**config.mk**
```make
export PLATFORM = sky130hd
export DESIGN_NAME = zs_chan_proc
export DESIGN_NICKNAME = d
export VERILOG_FILES = /design/src/rtl/zs_pkg.sv /design/src/rtl/zs_delay_line.sv /design/src/rtl/zs_seq.sv /design/src/rtl/zs_wr_port.sv /design/src/rtl/zs_chan_proc.sv
export SDC_FILE = /design/constraint.sdc
export NUM_CORES = 2
export LEC_CHECK = 0
export BUFFER_PORTS_ARGS = -buffer_cell sky130_fd_sc_hd__buf_2
export CAP_MARGIN = 15
export CORE_ASPECT_RATIO = 0.9
export CORE_MARGIN = 2
export CORE_UTILIZATION = 40
export CTS_BUF_LIST = sky130_fd_sc_hd__clkbuf_2 sky130_fd_sc_hd__clkbuf_4 sky130_fd_sc_hd__clkbuf_8
export CTS_CLUSTER_DIAMETER = 60
export CTS_CLUSTER_SIZE = 25
export DETAILED_ROUTE_END_ITERATION = 6
export PLACE_DENSITY = 0.66
export SYNTH_ARGS = -nofsm -noshare
export SYNTH_HDL_FRONTEND = slang
export SYNTH_SLANG_ARGS = --single-unit
```
**constraint.sdc**
```tcl
create_clock -name clk -period 10.8 [get_ports clk]
set_clock_uncertainty 0.15 [all_clocks]
set_input_delay 0.54 -clock clk [delete_from_list [all_inputs] [get_ports clk]]
set_output_delay 0.54 -clock clk [all_outputs]
set_load 0.005 [all_outputs]
```
**src/rtl/zs_pkg.sv**
```systemverilog
package zs_pkg;

  localparam int WORD_W    = 32;
  localparam int PAY_W     = 28;
  localparam int H2_CH_LSB = 5;   // channel field sits at word bits 10:6

  typedef enum logic [2:0] {
    TAG_NONE = 3'b000,
    TAG_HDR1 = 3'b001,
    TAG_HDR2 = 3'b010,
    TAG_ADC  = 3'b011,
    TAG_TIME = 3'b100,
    TAG_TRL  = 3'b101
  } word_tag_e;

  // Tag on top, payload below, even parity in bit 0.
  function automatic logic [WORD_W-1:0] pack_word(word_tag_e tag, logic [PAY_W-1:0] pay);
    logic [WORD_W-2:0] body;
    body = {tag, pay};
    return {body, ^body};
  endfunction

  // Window length after clamping to the legal range.
  function automatic int unsigned win_len(int unsigned req, int unsigned maxv);
    if (req == 0)   return 1;
    if (req > maxv) return maxv;
    return req;
  endfunction

endpackage

```
**src/rtl/zs_delay_line.sv**
```systemverilog
module zs_delay_line #(
  parameter int W       = 10,
  parameter int MAX_LAT = 100,
  parameter int SEL_W   = $clog2(MAX_LAT + 1)
) (
  input  logic             clk,
  input  logic             rst_n,
  input  logic             shift,
  input  logic [W-1:0]     din,
  input  logic [SEL_W-1:0] sel,
  output logic [W-1:0]     dout
);
  localparam int DEPTH = MAX_LAT + 1;

  logic [W-1:0]     taps [DEPTH];
  logic [SEL_W-1:0] sel_eff;

  for (genvar i = 0; i < DEPTH; i++) begin : g_stg
    logic [W-1:0] q;
    if (i == 0) begin : g_head
      always_ff @(posedge clk or negedge rst_n)
        if (!rst_n)     q <= '0;
        else if (shift) q <= din;
    end else begin : g_body
      always_ff @(posedge clk or negedge rst_n)
        if (!rst_n)     q <= '0;
        else if (shift) q <= g_stg[i-1].q;
    end
    assign taps[i] = q;
  end

  assign sel_eff = (sel > SEL_W'(MAX_LAT)) ? SEL_W'(MAX_LAT) : sel;
  assign dout    = taps[sel_eff];

endmodule

```
**src/rtl/zs_seq.sv**
```systemverilog
module zs_seq
  import zs_pkg::*;
#(
  parameter int SMP_W   = 10,
  parameter int MAX_WIN = 1024,
  parameter int MOD_W   = 6,
  parameter int CH_W    = 5,
  parameter int EV_W    = 3,
  parameter int BIN_W   = $clog2(MAX_WIN),
  parameter int NCNT_W  = $clog2(MAX_WIN + 1)
) (
  input  logic              clk,
  input  logic              rst_n,
  input  logic              smp_valid,
  input  logic              trig,
  input  logic [SMP_W-1:0]  dly_smp,
  input  logic [SMP_W-1:0]  cfg_thresh,
  input  logic [NCNT_W-1:0] cfg_nsamp,
  input  logic [MOD_W-1:0]  id_module,
  input  logic [CH_W-1:0]   id_chan,
  input  logic [EV_W-1:0]   id_event,
  input  logic              fifo_full,
  output word_tag_e         emit_tag,
  output logic [PAY_W-1:0]  emit_pay,
  output logic              accept,
  output logic              drop,
  output logic              busy,
  output logic              ovf,
  output logic [SMP_W-1:0]  thr_q
);
  typedef enum logic [1:0] {SQ_IDLE, SQ_HDR2, SQ_WIN, SQ_TAIL} sq_state_e;

  sq_state_e         st;
  logic [BIN_W-1:0]  bin_q, pend_bin_q;
  logic [NCNT_W-1:0] cnt_q, n_q;
  logic [CH_W-1:0]   ch_q;
  logic [EV_W-1:0]   ev_q;
  logic              pend_q, tail_vis_q, ovf_q;
  logic              take, adc_go, win_last;

  assign busy     = (st != SQ_IDLE) || tail_vis_q;
  assign accept   = (st == SQ_IDLE) && !tail_vis_q && smp_valid && trig;
  assign take     = (st == SQ_WIN) && smp_valid && (dly_smp > thr_q);
  assign drop     = take && fifo_full;
  assign adc_go   = take && !fifo_full;
  assign win_last = (st == SQ_WIN) && smp_valid && (NCNT_W'(bin_q) == n_q - NCNT_W'(1));
  assign ovf      = ovf_q;

  always_comb begin
    emit_tag = TAG_NONE;
    emit_pay = '0;
    if (accept) begin
      emit_tag = TAG_HDR1;
      emit_pay = PAY_W'(id_module);
    end else if (st == SQ_HDR2) begin
      emit_tag = TAG_HDR2;
      emit_pay = (PAY_W'(ch_q) << H2_CH_LSB) | PAY_W'(ev_q);
    end else if (pend_q) begin
      emit_tag = TAG_TIME;
      emit_pay = PAY_W'(pend_bin_q);
    end else if (adc_go) begin
      emit_tag = TAG_ADC;
      emit_pay = PAY_W'(dly_smp);
    end else if (st == SQ_TAIL) begin
      emit_tag = TAG_TRL;
      emit_pay = PAY_W'(cnt_q);
    end
  end

  always_ff @(posedge clk or negedge rst_n) begin
    if (!rst_n) begin
      st         <= SQ_IDLE;
      bin_q      <= '0;
      pend_bin_q <= '0;
      cnt_q      <= '0;
      n_q        <= NCNT_W'(1);
      thr_q      <= '0;
      ch_q       <= '0;
      ev_q       <= '0;
      pend_q     <= 1'b0;
      tail_vis_q <= 1'b0;
      ovf_q      <= 1'b0;
    end else begin
      pend_q     <= (emit_tag == TAG_ADC);
      pend_bin_q <= bin_q;
      tail_vis_q <= (emit_tag == TAG_TRL);
      if (emit_tag == TAG_ADC) cnt_q <= cnt_q + NCNT_W'(1);
      if (drop)                ovf_q <= 1'b1;
      unique case (st)
        SQ_IDLE: if (accept) begin
          st    <= SQ_HDR2;
          bin_q <= '0;
          cnt_q <= '0;
          n_q   <= NCNT_W'(win_len(32'(cfg_nsamp), MAX_WIN));
          thr_q <= cfg_thresh;
          ch_q  <= id_chan;
          ev_q  <= id_event;
          ovf_q <= 1'b0;
        end
        SQ_HDR2: st <= SQ_WIN;
        SQ_WIN: if (smp_valid) begin
          bin_q <= bin_q + BIN_W'(1);
          if (win_last) st <= SQ_TAIL;
        end
        SQ_TAIL: if (!pend_q) st <= SQ_IDLE;
        default: st <= SQ_IDLE;
      endcase
    end
  end

endmodule

```
**src/rtl/zs_wr_port.sv**
```systemverilog
module zs_wr_port
  import zs_pkg::*;
(
  input  logic              clk,
  input  logic              rst_n,
  input  word_tag_e         emit_tag,
  input  logic [PAY_W-1:0]  emit_pay,
  output logic              fifo_wr,
  output logic [WORD_W-1:0] fifo_wdata
);
  always_ff @(posedge clk or negedge rst_n) begin
    if (!rst_n) begin
      fifo_wr    <= 1'b0;
      fifo_wdata <= '0;
    end else begin
      fifo_wr    <= (emit_tag != TAG_NONE);
      fifo_wdata <= (emit_tag != TAG_NONE) ? pack_word(emit_tag, emit_pay) : '0;
    end
  end
endmodule

```
**src/rtl/zs_chan_proc.sv**
```systemverilog
module zs_chan_proc
  import zs_pkg::*;
#(
  parameter int SMP_W   = 10,
  parameter int MAX_LAT = 100,
  parameter int MAX_WIN = 1024,
  parameter int MOD_W   = 6,
  parameter int CH_W    = 5,
  parameter int EV_W    = 3,
  localparam int LAT_W  = $clog2(MAX_LAT + 1),
  localparam int NCNT_W = $clog2(MAX_WIN + 1)
) (
  input  logic              clk,
  input  logic              rst_n,
  input  logic              smp_valid,
  input  logic [SMP_W-1:0]  smp_data,
  input  logic              trig,
  input  logic [LAT_W-1:0]  cfg_lat,
  input  logic [SMP_W-1:0]  cfg_thresh,
  input  logic [NCNT_W-1:0] cfg_nsamp,
  input  logic [MOD_W-1:0]  id_module,
  input  logic [CH_W-1:0]   id_chan,
  input  logic [EV_W-1:0]   id_event,
  input  logic              fifo_full,
  output logic              fifo_wr,
  output logic [31:0]       fifo_wdata,
  output logic              busy,
  output logic              ovf
);
  // Named internal events, also watched by the bound checker.
  logic [SMP_W-1:0] dly_smp;
  logic [SMP_W-1:0] thr_q;
  word_tag_e        emit_tag;
  logic [PAY_W-1:0] emit_pay;
  logic             accept;
  logic             drop;

  zs_delay_line #(.W(SMP_W), .MAX_LAT(MAX_LAT), .SEL_W(LAT_W)) u_dly (
    .clk(clk), .rst_n(rst_n), .shift(smp_valid), .din(smp_data),
    .sel(cfg_lat), .dout(dly_smp)
  );

  zs_seq #(
    .SMP_W(SMP_W), .MAX_WIN(MAX_WIN), .MOD_W(MOD_W), .CH_W(CH_W), .EV_W(EV_W)
  ) u_seq (
    .clk(clk), .rst_n(rst_n), .smp_valid(smp_valid), .trig(trig),
    .dly_smp(dly_smp), .cfg_thresh(cfg_thresh), .cfg_nsamp(cfg_nsamp),
    .id_module(id_module), .id_chan(id_chan), .id_event(id_event),
    .fifo_full(fifo_full), .emit_tag(emit_tag), .emit_pay(emit_pay),
    .accept(accept), .drop(drop), .busy(busy), .ovf(ovf), .thr_q(thr_q)
  );

  zs_wr_port u_wr (
    .clk(clk), .rst_n(rst_n), .emit_tag(emit_tag), .emit_pay(emit_pay),
    .fifo_wr(fifo_wr), .fifo_wdata(fifo_wdata)
  );

endmodule

```
Word level (Yosys, flattened, before mapping) --
Index checks and enable logic that the tools add are counted.
Operators by class: shift-type cells 0, multiply operators 0, $add $sub $neg 3, magnitude comparators 4, multiplexer cells 40, bitwise logic cells 2, eq/ne operators 10, reductions and logical operators 20, div/mod/pow operators 0
Operators with widths (count):
- 28-bit 2-to-1 mux | 4
- 11-bit 2-to-1 mux | 7
- 10-bit binary-select mux with 7-bit select | 1
- 10-bit 2-to-1 mux | 4
- 32-bit 2-to-1 mux | 1
- 31-bit XOR reduction | 1
- 10-bit case mux with 2 select lines | 1
- 3-bit 2-to-1 mux | 5
- 11-bit by 1-bit adder with 11-bit output, second input constant | 1
- 10-bit by 11-bit == test with 1-bit output | 1
- 11-bit > comparator, second input constant | 1
- 11-bit zero test | 1
- 1-bit 2-to-1 mux | 11
- 11-bit by 1-bit subtractor with 11-bit output, second input constant | 1
- 10-bit by 1-bit adder with 10-bit output, second input constant | 1
- 10-bit > comparator | 1
- 10-bit by 3-bit bitwise OR with 10-bit output | 1
- 8-bit >= comparator, second input constant | 1
- 1-bit logical AND | 8
- 2-bit 2-to-1 mux | 4
- 7-bit NOT with 8-bit output | 1
- 2-bit case mux with 4 select lines | 1
- 7-bit > comparator, second input constant | 1
- 7-bit 2-to-1 mux | 1
- other kinds (14) | 19
Word-level totals: latch bits 0, output and inout bits 35, bits in registers 1108, memory bits (read-only) 0, logic and storage cells 193, input port bits 57, bits in writable memories 0, memories 0

Depth between registers and ports, before layout --
depth after elaboration 17, depth in mapped cells 30, depth with buffers taken out 22

Cells and area by module --
A second synthesis with hierarchy kept.
Second synthesis, totals: cell total of the unflattened synthesis 3987, area, all modules 51338.0 µm²
By module, submodules not included:
- zs_delay_line | seq. area each 25274.2 µm², times used 1, area an instance 46066.7 µm², cells each 3452
- zs_seq | seq. area each 1627.8 µm², times used 1, area an instance 3932.5 µm², cells each 437
- zs_wr_port | seq. area each 825.8 µm², times used 1, area an instance 1338.8 µm², cells each 98

Worst setup path after synthesis --
OpenSTA, ideal clock, no wires.
path type input -> register, from input cfg_lat[4], to register u_wr.fifo_wdata[0], arrival 5.579 ns, required time 10.520 ns, cell stages on the path 27, path buffers 7, library setup time 0.130 ns, path slack 4.941 ns, cells stage by stage buf_2 > o311a_1 > buf_6 > nor2_8 > buf_8 > buf_6 > buf_6 > buf_4 > nand2_1 > a31oi_1 > nand4_1 > a2111oi_1 > nor2b_1 > ha_1 > nand2_1 > nor3_1 > a211o_1 > a211oi_2 > nor2b_1 > and2_0 > buf_1 > a221o_1 > o221ai_1 > xnor2_1 > xnor3_1 > xnor3_1 > nor2_1
On the way: longest elaborated chain between the ends 15, elaborated cells between the ends (all ways) 20, those cells by class order compare (2); mux (13); bitwise (1); reduce/logical (4)
RTL lines:
- start: declaration | RTL line zs_chan_proc.sv:18 | input logic [LAT_W-1:0] cfg_lat,
- 7-bit > comparator | RTL line zs_delay_line.sv:32 | assign sel_eff = (sel > SEL_W'(MAX_LAT)) ? SEL_W'(MAX_LAT) : sel;
- 7-bit 2-to-1 mux (*) | RTL line zs_delay_line.sv:32
- 7-bit NOT with 8-bit output (implied by the code) (*) | RTL line zs_delay_line.sv:33 | assign dout = taps[sel_eff];
- 10-bit binary-select mux with 7-bit select (*) | RTL line zs_delay_line.sv:33
- 10-bit 2-to-1 mux (implied by the code) (*) (2 in a row) | RTL line zs_delay_line.sv:33
- 10-bit > comparator | RTL line zs_seq.sv:43 | assign take = (st == SQ_WIN) && smp_valid && (dly_smp > thr_q);
- 1-bit logical AND | RTL line zs_seq.sv:43
- 1-bit logical AND | RTL line zs_seq.sv:45 | assign adc_go = take && !fifo_full;
- 28-bit 2-to-1 mux / 3-bit 2-to-1 mux (equally long branches) | RTL line zs_seq.sv:61 | end else if (adc_go) begin
- 28-bit 2-to-1 mux / 3-bit 2-to-1 mux (equally long branches) | RTL line zs_seq.sv:58 | end else if (pend_q) begin
- 28-bit 2-to-1 mux / 3-bit 2-to-1 mux (equally long branches) | RTL line zs_seq.sv:55 | end else if (st == SQ_HDR2) begin
- 28-bit 2-to-1 mux / 3-bit 2-to-1 mux (equally long branches) | RTL line zs_seq.sv:52 | if (accept) begin
- 31-bit XOR reduction / 3-bit nonzero test (equally long branches) | RTL line zs_pkg.sv:20, zs_wr_port.sv:17
- 32-bit 2-to-1 mux (*) | RTL line zs_wr_port.sv:17 | fifo_wdata <= (emit_tag != TAG_NONE) ? pack_word(emit_tag, emit_pay) : '0;
- end signal: assignment | RTL line zs_wr_port.sv:17
- end: declaration | RTL line zs_wr_port.sv:9 | output logic [WORD_W-1:0] fifo_wdata
Mark *: on every way between the ends. The rest lies on a longest branch, timed or not. The select of a mux whose other input is x is not followed. A chain may end at the register's enable or synchronous reset.

Final worst setup path --
from input cfg_lat[3], to register u_wr.fifo_wdata[0]
The elaborated chain is that of the path after synthesis.

==> key figures <==
Detailed routing
  • Via density: 5.89
  • WL/cell: 23.7 um
  • DRT iter0 DRCs: 3364
  • DR vias: 34600
  • ANT nets after route: 0
  • Residual DRC count: 0
  • Routed WL: 140000 um
  • DRT Pass-1 Iters: 6

Clock network
  • Clock tree buffer depth: 3
  • CTS H-Tree Depth: 3
  • Clk Latency, worst-skew pair: 0.81 ns
  • Clk sinks: 1091
  • Root Buffer: clkbuf_8
  • CTS tree: yes
  • TritonCTS buffer count: 87
  • Clock transition at path regs: 0.14 ns
  • # Post-CTS Setup Buffers: 0

Worst setup path
  • Crit path launch type: input port
  • WS Path Type: in2reg
  • Slowest stage delay, CP: 0.72 ns
  • Crit. End Element: flop
  • Most frequent cell on the critical path: buf_4
  • Worst Path Arrival: 8.26 ns
  • WP data required: 11.29 ns
  • Slowest CP cell: a311oi_1
  • CP Max Fanout: 82

Finish
  • Final instance area: 55500 um2
  • Fillers: 11600
  • Commonest non-fill, non-tap cells in the layout: dfrtp_1, mux2_2, nand2_1
  • Final #Nets: 4177
  • Share of layout cells above drive strength 1: 33.3%
  • Leading cell type in the layout, fill and taps excluded: dfrtp_1
  • Fin util: 43.8%
  • Fin cells: 5875
  • Area Growth Syn to Fin: 8.79%

Placed design
  • Gpl congestion: 0.898
  • Port Buffers: 74
  • Placed cell area: 52900 um2
  • DP HPWL: 88400 um
  • # placed instances: 5663

Pwr
  • Int Pwr: 6.62 mW
  • Pleak: 25.8 nW
  • Flop pwr share: 52.5%
  • Sw Share: 32.2%
  • Pwr Density: 176 nW/um2
  • P_sw: 3.14 mW
  • Clock share of power: 27.5%
  • Gate power share: 20.0%
  • VDD IR max: 0.136 mV

Timing
  • Final Critical Period: 7.76 ns
  • Worst slew margin: 21.6%
  • Final Setup Violations: 0
  • Max Slew Vio Count: 0
  • Fin. Hold Viols: 0
  • RSZ-0062 raised after global routing: no
  • Setup tns final: 0 ns
  • Fmax: 129 MHz
  • Fin crit share: 71.9%
  • Worst-Margin Slew: 1.18 ns

Global route
  • Met2 global-route usage: 32.2%
  • Overflow after GRT: 0
  • Largest net degree at the start of global routing: 179
  • Initial antenna violation count: 7
  • Met1 global-route usage: 30.6%
  • First-pass GRT wire length: 214000 um
  • GRT met3 Usage: 3.51%
  • Busiest grt layer: met2
  • Number of global-route vias before repair: 33900
  • All-Layer GR Usage: 21.0%

Yosys
  • Yosys cell types: 93
  • Mapped cell area: 51000 um2
  • Avg Cell Area, Syn: 12.4 um2
  • Main flop type after synthesis: dfrtp_1
  • Area contributors post-synth: dfrtp_1, mux2_2, nand2_1, mux2i_1, and3_1
  • #FFs+latches synth: 1091
  • Area leader, netlist: dfrtp_1
  • Post-synthesis cell count: 4104
  • Number of synthesized flops with an enable pin: 0
  • Post-synth top area share: 53.5%
  • FFs w/ async S/R, synth: 100%
  • Synth warn: 0
  • Register area share after synthesis: 53.5%

Status
  • Status: completed

Flow run
  • Max_cap viols: 0

Floorplan
  • Die area: 130000 um2
  • Initial core utilization: 40.3%
  • Ports: 92
  • Chip width: 380 um
  • Core area: 127000 um2
  • Core Rows: 124
  • Die Y: 343 um

Hold path
  • Hold Path Class: in2reg
## cells by family after synthesis
group           Yosys count  share of synthesized area [%]
simple gates            840                           7.82
buf+inv                 355                           3.37
fa+ha+maj                23                          0.559
other cells               1                        0.00735
xor+xnor                 29                          0.579
compound gates          597                           8.66
mux                    1168                           25.5
flops                  1091                           53.5
## cells in the mapped netlist (6+ instances only)
| cell | count |
|---|---|
| o221ai_1 | 42 |
| nand4_1 | 27 |
| or3_1 | 14 |
| a21oi_1 | 64 |
| and3_1 | 131 |
| a2111oi_0 | 37 |
| o31ai_1 | 6 |
| nor3_1 | 21 |
| a22o_1 | 7 |
| o41ai_1 | 9 |
| a311o_1 | 6 |
| buf_4 | 35 |
| o22ai_1 | 17 |
| nor2_1 | 70 |
| nand2b_1 | 10 |
| a22oi_1 | 9 |
| buf_2 | 69 |
| a221oi_1 | 23 |
| o211ai_1 | 6 |
| dfrtp_1 | 1090 |
| nor2b_1 | 15 |
| buf_6 | 16 |
| nand2_1 | 398 |
| inv_1 | 33 |
| nand3b_1 | 7 |
| xnor2_1 | 12 |
| ha_1 | 22 |
| mux2i_1 | 140 |
| nor4_1 | 12 |
| clkbuf_1 | 183 |
| a311oi_1 | 8 |
| mux2_2 | 1025 |
| buf_1 | 13 |
| xor2_1 | 14 |
| nand3_1 | 100 |
| a211o_1 | 7 |
| and2_1 | 12 |
| a211oi_1 | 101 |
| a31oi_1 | 69 |
| o21ai_0 | 71 |
| a32oi_1 | 42 |
## worst paths after layout
kind | from | endpoint | slack (ns) | cells after the start
min reg2reg | u_seq.bin_q[9] | u_seq.pend_bin_q[9] | 0.30 | 0
min in group asynchronous | rst_n | u_dly.g_stg[5].q[9] | 0.23 | 2
max | cfg_lat[3] | u_wr.fifo_wdata[0] | 3.04 | 25
max in group asynchronous | rst_n | u_dly.g_stg[82].q[0] | 8.03 | 4
min | id_module[1] | u_wr.fifo_wdata[2] | 0.07 | 4
max reg2reg | u_dly.g_stg[31].q[1] | u_wr.fifo_wdata[0] | 4.51 | 19
## flip-flops by register name (all words and copies together), names as in the netlist
signal / flops
u_seq.n_q: 11
u_seq.pend_q: 1
u_wr.fifo_wr: 1
u_dly.g_stg.q: 1010
u_seq.cnt_q: 11
u_seq.tail_vis_q: 1
u_seq.pend_bin_q: 10
u_seq.ch_q: 5
u_seq.ovf: 1
u_seq.bin_q: 10
u_wr.fifo_wdata: 15
u_seq.st: 2
u_seq.thr_q: 10
u_seq.ev_q: 3
## layer usage
metal  routed length (um)  vias up  part of all wire (%)
met4                 4210        2                   3.0
met5                   13        -                0.0093
li1                     -    15100                     -
met2                62500     1190                    45
met1                63200    18100                    45
met3                 9500      230                   6.8
## critical path, delay by kind of cell
kind / cells / cell delay, ns
AOI/OAI and AO/OA: 9 / 3.53
buffers and inverters: 5 / 1.50
and+or+nand+nor: 7 / 1.17
xor gates and xnor gates: 3 / 0.98
adders and majority gates: 1 / 0.28
## power groups by stage
stage               Sequential (mW)  Combinational [mW]  Clock [mW]
floorplan                      5.01                1.41           0
global placement               5.18                1.89           0
detailed placement             5.19                1.93           0
CTS                            5.11                1.95        2.74
global route                   5.20                2.12        2.90
finish                         5.12                1.96        2.68
## layout make-up
type,count,area [um2],area share [%]
Tap cell,1701,2130,3.83
Timing Repair Buffer,209,1660,3.00
Inverter,35,131,0.237
Antenna cell,3,7.51,0.0135
Sequential cell,1091,27300,49.2
Clock inverter,66,825,1.49
Multi-Input combinational cell,2674,22200,39.9
Clock buffer,96,1300,2.34
## repair_timing
item | in CTS | in global routing
hold buffers | 46 | 0
endpoints found under the setup margin | 0 | 0
gates resized for setup | 0 | 0
hold endpoints to repair | 133 | 0
## metrics by stage
step                      worst slack [ns]  total power [mW]  hold slack (ns)
after floorplan                       4.94              6.42           0.0944
after global placement                2.39              7.06            0.293
after detailed placement              2.30              7.11            0.294
after CTS                             3.15              9.80           0.0194
after global routing                  2.65              10.2           0.0572
final                                 3.04              9.76           0.0748
Note: power is estimated with default switching activity, not from simulation.
